<file path="src/rtl/prog_row_pkg.sv">
package prog_row_pkg;
  typedef enum logic [3:0] {
    OP_NOP        = 4'd0,
    OP_LOAD_CFG   = 4'd1,
    OP_LOAD_PROG  = 4'd2,
    OP_LOAD_DATA  = 4'd3,
    OP_READ_PROG  = 4'd4,
    OP_READ_DATA  = 4'd5,
    OP_INC_ADDR   = 4'd6,
    OP_RESET_ADDR = 4'd7,
    OP_BEGIN_PROG = 4'd8,
    OP_ERASE_ROW  = 4'd9,
    OP_ERASE_BULK = 4'd10
  } prog_op_e;

  // Word offsets inside the configuration region
  localparam int CFG_WORD_A = 7;
  localparam int CFG_WORD_B = 8;
  localparam int CAL_WORD_A = 9;
  localparam int CAL_WORD_B = 10;
endpackage

</file>
<file path="src/rtl/prog_addr_ctr.sv">
module prog_addr_ctr #(
  parameter int ADDR_W = 16
) (
  input  logic              clk,
  input  logic              rst_n,
  input  logic              clr,
  input  logic              set_cfg,
  input  logic              inc,
  output logic [ADDR_W-1:0] addr
);
  logic [ADDR_W-1:0] addr_d;
  logic              addr_en;

  always_comb begin
    addr_d = addr;
    if (clr)          addr_d = '0;
    else if (set_cfg) addr_d = {1'b1, {(ADDR_W-1){1'b0}}};
    else if (inc)     addr_d = addr + 1'b1;
  end

  assign addr_en = clr | set_cfg | inc;

  always_ff @(posedge clk or negedge rst_n) begin
    if (!rst_n)       addr <= '0;
    else if (addr_en) addr <= addr_d;
  end
endmodule

</file>
<file path="src/rtl/prog_latch_bank.sv">
module prog_latch_bank #(
  parameter int DATA_W     = 14,
  parameter int LATCH_BITS = 3,
  localparam int NLAT      = 1 << LATCH_BITS
) (
  input  logic                              clk,
  input  logic                              rst_n,
  input  logic                              we,
  input  logic [LATCH_BITS-1:0]             widx,
  input  logic [DATA_W-1:0]                 wdata,
  input  logic                              clr,
  output logic [NLAT-1:0][DATA_W-1:0]       lat
);
  logic [NLAT-1:0][DATA_W-1:0] lat_d;
  logic                        lat_en;

  always_comb begin
    lat_d = lat;
    if (clr)     lat_d = '1;
    else if (we) lat_d[widx] = wdata;
  end

  assign lat_en = clr | we;

  always_ff @(posedge clk or negedge rst_n) begin
    if (!rst_n)      lat <= '1;
    else if (lat_en) lat <= lat_d;
  end
endmodule

</file>
<file path="src/rtl/prog_busy_timer.sv">
module prog_busy_timer #(
  parameter int CYCLES = 12,
  localparam int CW    = $clog2(CYCLES + 1)
) (
  input  logic clk,
  input  logic rst_n,
  input  logic start,
  output logic busy
);
  logic [CW-1:0] cnt_q, cnt_d;
  logic          cnt_en;

  always_comb begin
    cnt_d = cnt_q;
    if (start)            cnt_d = CW'(CYCLES);
    else if (cnt_q != '0) cnt_d = cnt_q - 1'b1;
  end

  assign cnt_en = start | (cnt_q != '0);
  assign busy   = (cnt_q != '0);

  always_ff @(posedge clk or negedge rst_n) begin
    if (!rst_n)      cnt_q <= '0;
    else if (cnt_en) cnt_q <= cnt_d;
  end
endmodule

</file>
<file path="src/rtl/prog_mem_arrays.sv">
module prog_mem_arrays
  import prog_row_pkg::*;
#(
  parameter int ADDR_W     = 16,
  parameter int DATA_W     = 14,
  parameter int LATCH_BITS = 3,
  parameter int PROG_BITS  = 6,
  parameter int CFG_BITS   = 4,
  parameter int DMEM_BITS  = 4,
  parameter int ROW_BITS   = 5,
  parameter logic [DATA_W-1:0] CAL_WORD0 = '0,
  parameter logic [DATA_W-1:0] CAL_WORD1 = '0,
  localparam int NLAT  = 1 << LATCH_BITS,
  localparam int NPROG = 1 << PROG_BITS,
  localparam int NCFG  = 1 << CFG_BITS,
  localparam int NDMEM = 1 << DMEM_BITS
) (
  input  logic                        clk,
  input  logic                        rst_n,
  input  logic [ADDR_W-1:0]           addr,
  input  logic [NLAT-1:0][DATA_W-1:0] lat,
  input  logic                        row_we,
  input  logic                        byte_we,
  input  logic [7:0]                  byte_val,
  input  logic                        erase_row,
  input  logic                        erase_bulk,
  input  logic                        keep_data,
  output logic [DATA_W-1:0]           rd_word,
  output logic [7:0]                  rd_byte
);
  logic [NPROG-1:0][DATA_W-1:0] prog_q, prog_d;
  logic [NCFG-1:0][DATA_W-1:0]  cfg_q, cfg_d;
  logic [NDMEM-1:0][7:0]        dm_q, dm_d;
  logic                         in_prog, in_cfg, bulk_lo, bulk_hi, mem_en;
  logic [ADDR_W-1:0]            tgt;

  assign in_prog = (addr[ADDR_W-1:PROG_BITS] == '0);
  assign in_cfg  = addr[ADDR_W-1] && (addr[ADDR_W-2:CFG_BITS] == '0);
  assign bulk_lo = !addr[ADDR_W-1];
  assign bulk_hi = addr[ADDR_W-1] && (addr[ADDR_W-2:0] <= (ADDR_W-1)'(CFG_WORD_B));

  always_comb begin
    prog_d = prog_q;
    cfg_d  = cfg_q;
    dm_d   = dm_q;
    tgt    = addr;
    if (row_we) begin
      for (int i = 0; i < NLAT; i++) begin
        tgt = {addr[ADDR_W-1:LATCH_BITS], LATCH_BITS'(i)};
        if (in_prog) prog_d[tgt[PROG_BITS-1:0]] = lat[i];
        if (in_cfg)  cfg_d[tgt[CFG_BITS-1:0]]   = lat[i];
      end
    end
    if (byte_we) dm_d[addr[DMEM_BITS-1:0]] = byte_val;
    if (erase_row) begin
      for (int j = 0; j < NPROG; j++) begin
        if ((ADDR_W'(j) >> ROW_BITS) == (addr >> ROW_BITS)) prog_d[j] = '1;
      end
    end
    if (erase_bulk && (bulk_lo || bulk_hi)) begin
      prog_d             = '1;
      cfg_d[CFG_WORD_A]  = '1;
      cfg_d[CFG_WORD_B]  = '1;
      if (bulk_lo && !keep_data) dm_d = '1;
    end
  end

  assign mem_en = row_we | byte_we | erase_row | erase_bulk;

  always_ff @(posedge clk or negedge rst_n) begin
    if (!rst_n) begin
      prog_q            <= '1;
      cfg_q             <= '1;
      cfg_q[CAL_WORD_A] <= CAL_WORD0;
      cfg_q[CAL_WORD_B] <= CAL_WORD1;
      dm_q              <= '1;
    end else if (mem_en) begin
      prog_q <= prog_d;
      cfg_q  <= cfg_d;
      dm_q   <= dm_d;
    end
  end

  assign rd_word = in_prog ? prog_q[addr[PROG_BITS-1:0]] :
                   in_cfg  ? cfg_q[addr[CFG_BITS-1:0]]   : '1;
  assign rd_byte = dm_q[addr[DMEM_BITS-1:0]];
endmodule

</file>
<file path="src/rtl/prog_row_ctrl.sv">
module prog_row_ctrl
  import prog_row_pkg::*;
#(
  parameter int ADDR_W      = 16,
  parameter int DATA_W      = 14,
  parameter int LATCH_BITS  = 3,
  parameter int PROG_BITS   = 6,
  parameter int CFG_BITS    = 4,
  parameter int DMEM_BITS   = 4,
  parameter int ROW_BITS    = 5,
  parameter int BUSY_CYCLES = 12,
  parameter logic [DATA_W-1:0] CAL_WORD0 = 14'h2A5C,
  parameter logic [DATA_W-1:0] CAL_WORD1 = 14'h1C3E,
  localparam int NLAT = 1 << LATCH_BITS
) (
  input  logic              clk,
  input  logic              rst_n,
  input  logic              cmd_valid,
  input  logic [3:0]        cmd_op,
  input  logic [DATA_W-1:0] cmd_data,
  input  logic              data_guard,
  output logic [ADDR_W-1:0] addr_o,
  output logic              busy_o,
  output logic [DATA_W-1:0] rd_data_o
);
  logic [1:0] rst_sync_q;
  logic       rst_n_i;

  always_ff @(posedge clk or negedge rst_n) begin
    if (!rst_n) rst_sync_q <= 2'b00;
    else        rst_sync_q <= {rst_sync_q[0], 1'b1};
  end
  assign rst_n_i = rst_sync_q[1];

  prog_op_e op;
  logic     acc;
  assign op  = prog_op_e'(cmd_op);
  assign acc = cmd_valid && !busy_o;

  // Pending-load tracking
  logic       pend_q, pend_d, pdm_q, pdm_d;
  logic [7:0] byte_q, byte_d;
  logic       go_write, row_we, byte_we, start_busy;

  always_comb begin
    pend_d = pend_q;
    pdm_d  = pdm_q;
    byte_d = byte_q;
    if (acc) begin
      case (op)
        OP_LOAD_CFG, OP_LOAD_PROG: begin pend_d = 1'b1; pdm_d = 1'b0; end
        OP_LOAD_DATA: begin pend_d = 1'b1; pdm_d = 1'b1; byte_d = cmd_data[7:0]; end
        OP_BEGIN_PROG: pend_d = 1'b0;
        default: ;
      endcase
    end
  end

  always_ff @(posedge clk or negedge rst_n_i) begin
    if (!rst_n_i) begin
      pend_q <= 1'b0;
      pdm_q  <= 1'b0;
      byte_q <= '0;
    end else if (acc) begin
      pend_q <= pend_d;
      pdm_q  <= pdm_d;
      byte_q <= byte_d;
    end
  end

  assign go_write   = acc && (op == OP_BEGIN_PROG) && pend_q;
  assign row_we     = go_write && !pdm_q;
  assign byte_we    = go_write && pdm_q;
  assign start_busy = go_write || (acc && (op == OP_ERASE_ROW || op == OP_ERASE_BULK));

  prog_addr_ctr #(.ADDR_W(ADDR_W)) u_addr (
    .clk     (clk),
    .rst_n   (rst_n_i),
    .clr     (acc && op == OP_RESET_ADDR),
    .set_cfg (acc && op == OP_LOAD_CFG),
    .inc     (acc && op == OP_INC_ADDR),
    .addr    (addr_o)
  );

  logic [NLAT-1:0][DATA_W-1:0] lat;
  logic [LATCH_BITS-1:0]       widx;
  assign widx = (op == OP_LOAD_CFG) ? '0 : addr_o[LATCH_BITS-1:0];

  prog_latch_bank #(.DATA_W(DATA_W), .LATCH_BITS(LATCH_BITS)) u_lat (
    .clk   (clk),
    .rst_n (rst_n_i),
    .we    (acc && (op == OP_LOAD_PROG || op == OP_LOAD_CFG)),
    .widx  (widx),
    .wdata (cmd_data),
    .clr   (row_we),
    .lat   (lat)
  );

  prog_busy_timer #(.CYCLES(BUSY_CYCLES)) u_busy (
    .clk   (clk),
    .rst_n (rst_n_i),
    .start (start_busy),
    .busy  (busy_o)
  );

  logic [DATA_W-1:0] rd_word, rd_d;
  logic [7:0]        rd_byte;
  logic              rd_en;

  prog_mem_arrays #(
    .ADDR_W(ADDR_W), .DATA_W(DATA_W), .LATCH_BITS(LATCH_BITS),
    .PROG_BITS(PROG_BITS), .CFG_BITS(CFG_BITS), .DMEM_BITS(DMEM_BITS),
    .ROW_BITS(ROW_BITS), .CAL_WORD0(CAL_WORD0), .CAL_WORD1(CAL_WORD1)
  ) u_mem (
    .clk        (clk),
    .rst_n      (rst_n_i),
    .addr       (addr_o),
    .lat        (lat),
    .row_we     (row_we),
    .byte_we    (byte_we),
    .byte_val   (byte_q),
    .erase_row  (acc && op == OP_ERASE_ROW),
    .erase_bulk (acc && op == OP_ERASE_BULK),
    .keep_data  (data_guard),
    .rd_word    (rd_word),
    .rd_byte    (rd_byte)
  );

  assign rd_en = acc && (op == OP_READ_PROG || op == OP_READ_DATA);
  assign rd_d  = (op == OP_READ_DATA) ? {{(DATA_W-8){1'b0}}, rd_byte} : rd_word;

  always_ff @(posedge clk or negedge rst_n_i) begin
    if (!rst_n_i)   rd_data_o <= '0;
    else if (rd_en) rd_data_o <= rd_d;
  end
endmodule

</file>
<file path="config.mk">
export PLATFORM = sky130hd
export DESIGN_NAME = prog_row_ctrl
export DESIGN_NICKNAME = d
export VERILOG_FILES = /design/src/rtl/prog_row_pkg.sv /design/src/rtl/prog_addr_ctr.sv /design/src/rtl/prog_latch_bank.sv /design/src/rtl/prog_busy_timer.sv /design/src/rtl/prog_mem_arrays.sv /design/src/rtl/prog_row_ctrl.sv
export SDC_FILE = /design/constraint.sdc
export NUM_CORES = 2
export LEC_CHECK = 0
export BUFFER_PORTS_ARGS = -buffer_cell sky130_fd_sc_hd__buf_4
export CORE_ASPECT_RATIO = 0.5
export CORE_UTILIZATION = 42
export DETAILED_ROUTE_END_ITERATION = 10
export SKIP_CTS_REPAIR_TIMING = 1
export SYNTH_ARGS = -nofsm -noshare
export SYNTH_HDL_FRONTEND = slang
export SYNTH_SLANG_ARGS = --single-unit
export TNS_END_PERCENT = 100
</file>
<file path="constraint.sdc">
create_clock -name clk -period 49 [get_ports clk]
set_clock_uncertainty 0.05 [all_clocks]
set_input_delay 9.8 -clock clk [delete_from_list [all_inputs] [get_ports clk]]
set_output_delay 9.8 -clock clk [all_outputs]
set_load 0.1 [all_outputs]
</file>
======== After elaboration in Yosys (flattened, before gate mapping) ========
Cells that the tools add are included.
word-level totals
  input bits .............................. 22
  bits in registers ....................... 1406
cells by class
  mux-type cells .......................... 175
  reductions and logical operators ........ 64
  bitwise logic cells ..................... 7
  magnitude comparators ................... 38
  add/sub/neg operators ................... 2
  equality and inequality tests ........... 11
operators with widths
  kind                     count
  $mux W896                18
  $bwmux W896              8
  $mux W224                15
  $bwmux W224              8
  $mux W14                 86
  $mux W128                3
  $demux W14 S3            9
  $mux W112                2
  $bwmux W128              1
  $mux W126                1
  $bwmux W112              1
  $demux W14 S1            8
  $bmux W14 S6             1
  $lt A6 B7 Y1 const B     9
  $bmux W14 S4             1
  $ge A6 B1 Y1 const B     8
  $mux W16                 3
  $lt A4 B5 Y1 const B     9
  $ge A4 B1 Y1 const B     9
  $logic_and A1 B1 Y1      35
  $bmux W8 S4              1
  $demux W8 S4             1
  $mux W28                 1
  $add A16 B1 Y16 const B  1
  other kinds (25)         58

======== Depth between registers and ports, before layout ========
  depth in word-level cells ............... 31
  gate-level depth with buffers ........... 14

======== By module ========
From an unflattened synthesis, not the netlist that was laid out.
unflattened totals
  cell total of the unflattened synthesis .. 6114
  area total of the unflattened synthesis .. 66776.5 µm²
by module, submodules not included
  module           area each (µm²)  cells each  times used
  prog_mem_arrays  59629.7          5514        1
  prog_latch_bank  4815.9           387         1
  prog_row_ctrl    1243.7           105         1
  prog_addr_ctr    844.6            86          1
  prog_busy_timer  242.7            22          1

======== Worst setup path before layout ========
OpenSTA, ideal clock, no wires.
  path kind ............................... in2reg
  start ................................... in cmd_op[0]
  end ..................................... reg u_mem.cfg_q[138] (netlist bit)
  cell stages on the path ................. 12
  arrival time ............................ 11.958 ns
  setup slack ............................. 36.876 ns
  library setup time ...................... 0.117 ns
  cell sequence ........................... buf_2 > or3b_1 > nor4b_4 > nand2b_1 > buf_2 > buf_2 > or3_1 > clkbuf_1 > buf_2 > buf_2 > nand2_1 > nand2_1
between the ends
  word-level cells in the longest chain between the ends .. 8
  elaborated cells on any way between the ends .. 13
  classes of those cells .................. eq/ne: 3; bitwise: 3; reduce/logical: 7
RTL lines
  what                                    line                                      text
  start, declared                         prog_row_ctrl.sv:19                       input logic [3:0] cmd_op,
  $eq A4 B4 Y1                            prog_row_ctrl.sv:71                       assign go_write = acc && (op == OP_BEGIN_PROG) && pend_q;
  $logic_and A1 B1 Y1 (2 in series)       prog_row_ctrl.sv:71
  $logic_and A1 B1 Y1 (on tied branches)  prog_row_ctrl.sv:72, prog_row_ctrl.sv:73
  $or A1 B1 Y1 (3 in series)              prog_mem_arrays.sv:68                     assign mem_en = row_we | byte_we | erase_row | erase_bulk;
  $reduce_and A2 Y1 (no line) (*)         n/a
  end signal, assigned                    prog_mem_arrays.sv:79                     cfg_q <= cfg_d;
  end, declared                           prog_mem_arrays.sv:32                     logic [NCFG-1:0][DATA_W-1:0] cfg_q, cfg_d;
Mark *: on every way between the ends. The rest lies on a longest branch, timed or not.
A chain may end at the register's enable or synchronous reset.

======== Worst setup path after layout ========
  start ................................... in cmd_valid
  end ..................................... reg u_mem.prog_q[681] (netlist bit)
between the ends
  word-level cells in the longest chain between the ends .. 8
  elaborated cells on any way between the ends .. 15
  classes of those cells .................. mux: 4; bitwise: 3; reduce/logical: 8
RTL lines
  what                               line                   text
  start, declared                    prog_row_ctrl.sv:18    input logic cmd_valid,
  $logic_and A1 B1 Y1 (*)            prog_row_ctrl.sv:38    assign acc = cmd_valid && !busy_o;
  $logic_and A1 B1 Y1 (2 in series)  prog_row_ctrl.sv:71
  $logic_and A1 B1 Y1                prog_row_ctrl.sv:72    assign row_we = go_write && !pdm_q;
  $mux W896                          prog_mem_arrays.sv:47  if (row_we) begin
  $mux W14                           prog_mem_arrays.sv:57  if ((ADDR_W'(j) >> ROW_BITS) == (addr >> ROW_BITS)) prog_d[j] = '1;
  $mux W896                          prog_mem_arrays.sv:55  if (erase_row) begin
  $mux W896                          prog_mem_arrays.sv:60  if (erase_bulk && (bulk_lo || bulk_hi)) begin
  end signal, assigned               prog_mem_arrays.sv:78  prog_q <= prog_d;
  end, declared                      prog_mem_arrays.sv:31  logic [NPROG-1:0][DATA_W-1:0] prog_q, prog_d;
Marks and branches as above.

==> out/results.txt <==
The ratio of final minimum period to clock period was 29.0%; the wire length of the first global-routing pass was 323000 um. The logs give 0 for the DRC violation count after routing and 6694 for the synthesized instance count. The pin slew with the least headroom to its limit was 1.24 ns.

The run finished with clean final reports. Of the total synthesized cell area, the portion taken by full adders, half adders and majority gates is 0.110%. For the initial core utilization, the log shows 42.4%. STA classifies the critical path endpoint as a register. The die area is 164000 um^2, and the number of buffers inserted by port buffering is 52. In this run the register-to-register setup slack is 42.23 ns.

The die is 287 um tall. Startpoint-to-endpoint class of the critical path: in -> reg. The multiplexer fraction of the synthesized cell area was 16.5%.

The combinational family with the most area after synthesis is simple AND/OR/NAND/NOR gates. For this design the static power due to leakage is 0.0314 uW. The number of slew-limit violations in the final report is 0, and the cell area after synthesis is 68200 um^2. In this run, synthesis inferred 0 flip-flops with an integrated enable. Detailed routing inserted a total of 49767 vias. Data arrives at the worst endpoint at 14.81 ns. The run gives 163 as the maximum number of pins on one net before global-route repair.

The wire length reported by the detailed router came out at 212000 um. The first routing iteration left 5318 violations. For the post-route setup TNS, the log shows 0 ns. The count of nets left with antenna violations once routing finished came out at 0.

Dividing the detail-routed via count by the number of cells gives 5.76. Headroom to the max-slew limit came out at 16.8%. In this run the worst path has a maximum fanout of 91. The max-cap check violation count is 0, and the overall power after layout is 4230 uW. Traced cell by cell, the critical path runs through buf_4 > nand4bb_1 > nor3b_2 > buf_4 > nand2_4 > buf_4 > buf_4 > buf_4 > buf_4 > nand3_1.

Counting stages on the worst path, the most repeated cell is sky130_fd_sc_hd__buf_4. The longest clock path from root to sink contains 3 buffers. The clock period minus final worst setup slack was 14.21 ns. The logs give 64 for the count of unique library cells instantiated by Yosys and 104 for the site row count. Setup violations remaining at the end of the flow were counted as 0. After synthesis, flip-flops and latches occupy 54.0% of the total area.

The net count after synthesis is 6722. Setup repair after global routing left no endpoint under its margin. The synthesis warning total is 0. Derived from the worst setup path, the maximum achievable clock frequency is 70.4 MHz. Cell at the root of the clock tree: sky130_fd_sc_hd__clkbuf_16. Across every metal layer, demand over resource in global routing totals 26.0%.

Routability-driven placement finished with a final weighted congestion of 0.817. The total of flip-flops plus latches after synthesis is 1406. On the worst path, the slowest cell contributes a delay of 0.93 ns. The critical path data required time was 49.60 ns.

Among all stages on the critical path, the largest delay is contributed by sky130_fd_sc_hd__buf_4. Depth of the CTS H-tree: 4. Area of the multi-input gates: 28400 um^2. TritonCTS built the clock tree. The share of final-layout standard cells stronger than drive strength 1 is 32.9%, and the post-DP HPWL is 122000 um. The clock net in this run drives a total of 1406 sinks.

The path type of the worst min-delay path was reg -> reg. Clock-pin slew was measured on the worst setup and hold paths at 0.06 ns. Clock latency on the worst-skew pair, taken at its later pin, is 0.79 ns. The run gives 8 as the number of iterations in the first detailed-routing pass. In the final design database the tool counted 6380 nets. In this run the power density over the cells is 57.3 nW/um^2. In this run the horizontal extent of the chip is 572 um.

STA classifies the critical path startpoint as an input port. Summing the areas of all xor and xnor instances in the mapped netlist gives 0.141% of the synthesized area. The proportion of synthesized flip-flops having asynchronous set or reset works out to 100%. The per-instance average area after synthesis was 10.2 um^2; the number of fillers in the final layout was 15077.

The area occupied by registers was 36900 um^2; the routed wirelength normalized by instance count was 24.5 um. Pin placement for this block handled 53 I/O pins. On the final layout, the worst hold slack is 0.311 ns.

The run gives 0 as the final-report hold violation count. The initial antenna violation count was 12; the aggregate global routing overflow was 0. The synthesized netlist devotes 1.78% of its cell area to compound gates. Of the total synthesized cell area, the portion taken by AND, OR, NAND and NOR gates is 22.8%. Across the VDD grid, the largest voltage drop is 0.0396 mV. Number of global-route vias before repair: 49312. For this run, the leading register cell type out of synthesis is sky130_fd_sc_hd__dfstp_2. Counting the buffers created by CTS gives 136. The region available for standard cell placement spans 161000 um^2.

The area growth from synthesis to layout is 8.16%.
-- logic make-up (layout without fill, tap and decap cells) --
logic type / count (synthesis) / after routing
other cells: 1 / 4
flops: 1406 / 1406
fa+ha+maj: 6 / 6
xor+xnor: 11 / 11
simple gates: 3725 / 3725
compound gates: 186 / 186
buf+inv: 653 / 418
mux: 706 / 706
-- power breakdown --
part           total [uW]  switching [uW]  internal, uW  leakage [uW]
Sequential           2090             282          1800        0.0147
Combinational        1070             557           517        0.0145
Clock                1070             472           598       0.00219
-- cell usage after synthesis, drive strengths merged (7+ instances only) --
cell	instances	share of area (%)
a221oi	7	0.090
buf	347	2.9
o21ai	45	0.33
nand2b	10	0.092
dfstp	1347	52
nand3	912	6.7
or3	10	0.092
and2	10	0.092
a21oi	37	0.27
a22oi	31	0.34
o221ai	8	0.10
nor3b	8	0.095
mux2i	364	5.3
nor2b	10	0.092
nor3	25	0.23
mux4	333	11
nand4	7	0.064
o22ai	15	0.14
dfrtp	59	2.2
xnor2	7	0.090
clkbuf	299	1.7
mux2	9	0.15
a22o	9	0.12
nor4	11	0.22
nand2	2650	15
a31oi	7	0.064
nor2	48	0.26
-- sequential cells by signal (all words and copies together), names as in the netlist, 4 cells and up --
name	flops
u_addr.addr	16
u_mem.cfg_q	224
u_mem.prog_q	896
rd_data_o	14
byte_q	8
u_lat.lat	112
u_mem.dm_q	128
u_busy.cnt_q	4
-- critical path: cells and delay by family --
family | cells | cell delay [ns]
and+or+nand+nor | 4 | 1.15
buffers and inverters | 6 | 3.54
-- worst paths after layout --
kind | from | to | cells past startpoint
min | rst_sync_q[0] | rst_sync_q[1] | 0
max reg2reg | u_addr.addr[1] | u_mem.prog_q[681] | 12
min reg2reg | rst_sync_q[0] | rst_sync_q[1] | 0
max | cmd_valid | u_mem.prog_q[681] | 10
min in group asynchronous | rst_sync_q[1] | u_mem.prog_q[722] | 0
max in group asynchronous | rst_n | rst_sync_q[1] | 1
-- metrics by stage --
stage / worst slack (ns) / cell area (um^2) / util (%) / instances
floorplan: 9.21 / 68200 / - / 6694
global placement: 34.15 / 69300 / 43.0 / 8387
detailed placement: 34.10 / 69300 / 43.0 / 8387
CTS: 34.90 / 73800 / 45.8 / 8632
global route: 34.52 / 73800 / 45.8 / 8635
finish: 34.79 / 73800 / 45.8 / 8635
-- metal layers --
layer	GRT usage [%]	share of wire [%]
met2	38.7	44
met1	38.2	45
met5	0	0.018
met4	7.19	2.5
met3	5.45	8.3
-- area by class of cell --
cell class / instances / area share, %
Clock buffer: 217 / 5.67
Antenna cell: 3 / 0.0102
Timing Repair Buffer: 166 / 1.81
Tap cell: 2173 / 3.68
Sequential cell: 1406 / 50.0
Inverter: 7 / 0.0390
Multi-Input combinational cell: 4635 / 38.5
Clock inverter: 28 / 0.341
-- cell usage in the layout, fill, tap and decap left out, types with 8 or more instances in the layout --
master	Yosys	final
sky130_fd_sc_hd__a21oi_1	37	37
sky130_fd_sc_hd__a22o_1	9	9
sky130_fd_sc_hd__a22oi_1	31	31
sky130_fd_sc_hd__buf_4	14	159
sky130_fd_sc_hd__clkbuf_1	298	40
sky130_fd_sc_hd__clkbuf_16	0	142
sky130_fd_sc_hd__clkbuf_8	0	35
sky130_fd_sc_hd__clkinv_2	0	16
sky130_fd_sc_hd__dfrtp_1	59	52
sky130_fd_sc_hd__dfstp_2	1347	1347
sky130_fd_sc_hd__mux2_2	9	9
sky130_fd_sc_hd__mux2i_1	364	364
sky130_fd_sc_hd__mux4_2	333	333
sky130_fd_sc_hd__nand2_1	2650	2645
sky130_fd_sc_hd__nand2b_1	10	9
sky130_fd_sc_hd__nand3_1	912	910
sky130_fd_sc_hd__nor2_1	48	44
sky130_fd_sc_hd__nor2b_1	10	8
sky130_fd_sc_hd__nor3_1	19	13
sky130_fd_sc_hd__nor3_2	6	12
sky130_fd_sc_hd__o21ai_0	45	44
sky130_fd_sc_hd__o221ai_1	8	8
sky130_fd_sc_hd__o22ai_1	15	15
No activity file was read; power rests on OpenSTA's default activity.
